<file path="src/rtl/nco_baud_pkg.sv">
package nco_baud_pkg;
  // Strobes from the prescaler control to the accumulator datapath.
  typedef struct packed {
    logic clear;    // configuration write: reload step, zero phase
    logic advance;  // prescaler terminal count: add step to phase
  } strobes_t;
endpackage

</file>
<file path="src/rtl/nco_baud_ctrl.sv">
module nco_baud_ctrl
  import nco_baud_pkg::*;
#(
  parameter int SCALE_W = 12
) (
  input  logic               clk,
  input  logic               rstN,
  input  logic               enable,
  input  logic               cfgWe,
  input  logic [SCALE_W-1:0] scaleIn,
  output strobes_t           strobes
);
  localparam logic [SCALE_W-1:0] ONE = {{(SCALE_W-1){1'b0}}, 1'b1};

  logic [SCALE_W-1:0] scaleReg;
  logic [SCALE_W-1:0] preCnt;
  logic               terminal;

  assign terminal        = (preCnt == scaleReg);
  assign strobes.clear   = cfgWe;
  assign strobes.advance = enable && !cfgWe && terminal;

  always_ff @(posedge clk or negedge rstN) begin
    if (!rstN) begin
      scaleReg <= '0;
      preCnt   <= '0;
    end else if (cfgWe) begin
      scaleReg <= scaleIn;
      preCnt   <= '0;
    end else if (enable) begin
      preCnt <= terminal ? '0 : preCnt + ONE;
    end
  end

  // a write restarts the prescaler
  a_r7_cnt_clear: assert property (@(posedge clk) disable iff (!rstN)
    cfgWe |=> (preCnt == '0));

  // prescaler frozen while disabled
  a_r8_cnt_hold: assert property (@(posedge clk) disable iff (!rstN)
    (!enable && !cfgWe) |=> $stable(preCnt));

  // prescaler never runs past the programmed scale
  a_r2_cnt_bound: assert property (@(posedge clk) disable iff (!rstN)
    preCnt <= scaleReg);

  // with scale 0 every enabled cycle advances the accumulator
  a_r4_every_clock: assert property (@(posedge clk) disable iff (!rstN)
    (scaleReg == '0 && enable && !cfgWe) |=> (preCnt == '0));
endmodule

</file>
<file path="src/rtl/nco_baud_accum.sv">
module nco_baud_accum
  import nco_baud_pkg::*;
#(
  parameter int STEP_W = 16,
  parameter int ACC_W  = 17
) (
  input  logic              clk,
  input  logic              rstN,
  input  strobes_t          strobes,
  input  logic [STEP_W-1:0] stepIn,
  output logic              tick
);
  localparam int PAD_W = ACC_W + 1 - STEP_W;

  logic [STEP_W-1:0] stepReg;
  logic [ACC_W-1:0]  acc;
  logic [ACC_W:0]    sum;
  logic              tickQ;

  assign sum  = {1'b0, acc} + {{PAD_W{1'b0}}, stepReg};
  assign tick = tickQ;

  always_ff @(posedge clk or negedge rstN) begin
    if (!rstN) begin
      stepReg <= '0;
      acc     <= '0;
      tickQ   <= 1'b0;
    end else if (strobes.clear) begin
      stepReg <= stepIn;
      acc     <= '0;
      tickQ   <= 1'b0;
    end else if (strobes.advance) begin
      acc   <= sum[ACC_W-1:0];
      tickQ <= sum[ACC_W];
    end else begin
      tickQ <= 1'b0;
    end
  end

  // a tick is one cycle wide and never repeats on the next cycle
  a_r5_single_tick: assert property (@(posedge clk) disable iff (!rstN)
    tickQ |=> !tickQ);

  // zero step never carries
  a_r6_zero_step: assert property (@(posedge clk) disable iff (!rstN)
    (stepReg == '0 && !strobes.clear) |=> !tickQ);

  // a write zeroes the phase
  a_r7_acc_clear: assert property (@(posedge clk) disable iff (!rstN)
    strobes.clear |=> (acc == '0 && !tickQ));

  // phase held between advances
  a_r8_acc_hold: assert property (@(posedge clk) disable iff (!rstN)
    (!strobes.advance && !strobes.clear) |=> ($stable(acc) && !tickQ));
endmodule

</file>
<file path="src/rtl/nco_baud_gen.sv">
module nco_baud_gen
  import nco_baud_pkg::*;
#(
  parameter int CFG_W     = 32,
  parameter int SCALE_W   = 12,
  parameter int SCALE_LSB = 16,
  parameter int STEP_W    = 16,
  parameter int STEP_LSB  = 0,
  parameter int ACC_W     = 17
) (
  input  logic             clk,
  input  logic             rstN,
  input  logic             enable,
  input  logic             cfgWe,
  input  logic [CFG_W-1:0] cfgWord,
  output logic             tick
);
  localparam int SCALE_MSB = SCALE_LSB + SCALE_W - 1;
  localparam int STEP_MSB  = STEP_LSB + STEP_W - 1;

  strobes_t strobes;
  logic     unusedCfgBits;

  assign unusedCfgBits = ^cfgWord[CFG_W-1:SCALE_MSB+1];

  nco_baud_ctrl #(.SCALE_W(SCALE_W)) ctrl (
    .clk     (clk),
    .rstN    (rstN),
    .enable  (enable),
    .cfgWe   (cfgWe),
    .scaleIn (cfgWord[SCALE_MSB:SCALE_LSB]),
    .strobes (strobes)
  );

  nco_baud_accum #(.STEP_W(STEP_W), .ACC_W(ACC_W)) accum (
    .clk     (clk),
    .rstN    (rstN),
    .strobes (strobes),
    .stepIn  (cfgWord[STEP_MSB:STEP_LSB]),
    .tick    (tick)
  );

  // no tick follows a disabled cycle
  a_r8_no_tick_disabled: assert property (@(posedge clk) disable iff (!rstN)
    (!enable && !cfgWe) |=> !tick);
endmodule

</file>
<file path="config.mk">
export PLATFORM = sky130hd
export DESIGN_NAME = nco_baud_gen
export DESIGN_NICKNAME = d
export VERILOG_FILES = /design/src/rtl/nco_baud_pkg.sv /design/src/rtl/nco_baud_ctrl.sv /design/src/rtl/nco_baud_accum.sv /design/src/rtl/nco_baud_gen.sv
export SDC_FILE = /design/constraint.sdc
export NUM_CORES = 1
export LEC_CHECK = 0
export ABC_AREA = 1
export BUFFER_PORTS_ARGS = -buffer_cell sky130_fd_sc_hd__buf_4
export CAP_MARGIN = 10
export CORE_MARGIN = 5
export CORE_UTILIZATION = 40
export DETAILED_ROUTE_END_ITERATION = 10
export PLACE_DENSITY = 0.54
export SLEW_MARGIN = 5
export SYNTH_ARGS = -nofsm -noshare
export SYNTH_HDL_FRONTEND = slang
export SYNTH_SLANG_ARGS = --single-unit
</file>
<file path="constraint.sdc">
create_clock -name clk -period 2.1 [get_ports clk]
set_input_delay 0.21 -clock clk [delete_from_list [all_inputs] [get_ports clk]]
set_output_delay 0.21 -clock clk [all_outputs]
set_load 0.02 [all_outputs]
</file>
==> metrics.txt <==
Worst setup EP type=flop; # rows=34; Vias=2,960; HP Class=in2reg; min-delay src=cfgWord[20]; VDD IR-drop max=0.000308 V; Max Cap Violations=0; final WL=7880 um; final setup skew=0.0122 ns; total global routing overflow=0; mapped cell area=3480 um2; WL per Instance=12.6 um; CTS Buf Count=9; Via density=4.74; Critical Path Start Type=flop; Clock transition at path regs=0.08 ns; Tightest Pin Transition=0.753 ns; first-pass GRT wire length=13,400 um; share of cells above drive strength 1=13.0%; Net Switching=705 uW; initial antenna violation count=0; combinational share of power=10.6%; RSZ-0062 raised after global routing=no; commonest cells after routing, fill and taps aside=209 x nand2_1, 58 x dfrtp_1, 45 x inv_1, 35 x buf_4, 26 x nand3_1; post-detail-place hpwl=5800 um; Switching Share=25.0%; # setup viols final=0; Antenna Cells=0; die height=103 um; clock share of power=46.5%; area added between synthesis and finish=17.9%; Die X-Extent=103 um; First-pass DRT Iterations=4; status=finished, final reports clean; Pwr Total=2820 uW; worst reg2reg path startpoint=accum.stepReg[0]; Final Net Count=565; Initial Utilization=40.5%; Port Buffers=32; post-route DRC violation count=0; clock root buffer=clkbuf_8; Seq cells post-synth=58; gpl congestion=0.883; Synth top area share=41.7%; antenna viol nets, final=0; Synth cell types=28; syn nets=527; total die area=10,700 um2; Boundary Pins=37; Synth Warn #=0; largest area contributor in the netlist=dfrtp_1; part of the power in registers=42.9%; launch point of the worst path=accum.stepReg[0]; CP required=2.35 ns; Total Neg Setup Slack=0 ns; Total GRT Usage=16.4%; min cycle time layout=1.90 ns; DRT iter0 DRCs=140; fmax=527 MHz; P_int=2110 uW; final worst path period share=90.3%; Core ar.=8590 um2; maximum fanout along the worst path=3; Post-Synthesis Cells=473; Worst slew margin=49.8%; CTS Buffer Depth=2; syn avg cell area=7.36 um2; post-route setup slack=0.204 ns; TritonCTS clock tree=done; kind of critical path=reg2reg; worst skew pair latency=0.35 ns; Leak=0.00220 uW; vias in the first global route=2,861; arrival time at the worst endpoint=2.15 ns; pwr dens=687 nW/um2; hold_ws=0.0547 ns; commonest non-fill, non-tap cell in the layout=nand2_1; setup slack at placement=0.123 ns; post-CTS setup repair buffer count=0; Final Hold Fails=0; Seq/Total Area, Yosys=41.7%; clock net sink count=58; max-slew violation count=0; H-tree depth=3; largest net degree at the start of global routing=59; top post-synthesis cells by area=dfrtp_1 42%, nand2_1 23%, ha_1 6.1%
cells by family after synthesis:
logic type / Yosys count / share of synthesized area [%]
simple gates: 283 / 33.9
buf+inv: 56 / 6.72
fa+ha+maj: 18 / 6.68
compound gates: 39 / 6.04
flops: 58 / 41.7
xor+xnor: 19 / 4.99
worst max-delay path, stage by stage, from the launching register on:
cell     delay [ns]
dfrtp_1        0.36
ha_1           0.16
inv_1          0.05
fa_1           0.36
inv_1          0.07
nand2_1        0.06
nand2_1        0.08
nand3_1        0.07
nand2_1        0.17
nand2_1        0.07
nand2_1        0.10
nand3_1        0.09
nand2_1        0.09
inv_1          0.04
power by group through the flow:
| stage | Clock [uW] | Combinational (uW) | Sequential [uW] |
|---|---|---|---|
| 2_1_floorplan | 0 | 189 | 1210 |
| 3_3_place_gp | 0 | 299 | 1230 |
| 3_5_place_dp | 0 | 302 | 1230 |
| 4_1_cts | 1340 | 305 | 1210 |
| 5_1_grt | 1400 | 346 | 1210 |
| 6_report | 1310 | 298 | 1210 |
cell usage after synthesis:
cell / n
nor4_1: 1
nor2_1: 22
nand4_1: 2
or2_2: 5
xnor2_2: 1
nor3_1: 3
nand2_2: 3
nand3_2: 1
nand3_1: 26
clkbuf_1: 6
a31oi_1: 1
xor2_1: 11
nand2_1: 209
o21ai_0: 16
nor2_2: 1
nand3b_1: 8
inv_1: 45
o22ai_1: 7
buf_6: 3
inv_2: 1
ha_1: 17
o21bai_1: 2
a21oi_1: 13
buf_2: 1
dfrtp_1: 58
fa_1: 1
nor2_4: 2
xnor2_1: 7
final timing paths:
path / end / slack (ns) / cells past startpoint
setup / recovery: accum.acc[16] / 0.20 / 13
hold / removal: ctrl.scaleReg[4] / 0.05 / 3
setup reg to reg: accum.acc[16] / 0.20 / 13
hold reg to reg: accum.stepReg[6] / 0.48 / 2
max in group asynchronous: ctrl.scaleReg[8] / 1.12 / 2
min in group asynchronous: accum.acc[8] / 0.47 / 2
sequential cells by signal, summed over array words and instances, names as in the netlist:
register / count
accum.tick: 1
ctrl.preCnt: 12
accum.acc: 17
ctrl.scaleReg: 12
accum.stepReg: 16
timing repair:
item | 4_1_cts | 5_1_grt
endpoints found under the setup margin | 0 | 2
gates resized for setup | 0 | 1
hold buffers | 1 | 0
endpoints found under the hold margin | 58 | 0
layout make-up:
class	count	area [um2]
clock buffer	10	138
multi-input combinational	359	1800
clock inverter	6	114
sequential	58	1450
inverter	46	173
fill	881	4490
timing repair buffer	37	293
tap	108	135
through the flow:
| stage | utilization, % | cell area [um2] | cells |
|---|---|---|---|
| floorplan | - | 3480 | 473 |
| CTS | 47.7 | 4100 | 624 |
| global route | 47.8 | 4100 | 624 |
| global placement | 44.7 | 3840 | 607 |
| detailed placement | 44.7 | 3840 | 607 |
| finish | 47.8 | 4100 | 624 |
routing by layer:
metal	vias to the layer above	GRT usage, %	share of wire, %
li1	1564	-	-
met2	45	26.9	47
met4	0	5.78	1.8
met5	-	0	0
met1	1338	21.5	47
met3	13	3.62	3.6
Power figures use the tool's default switching activity.
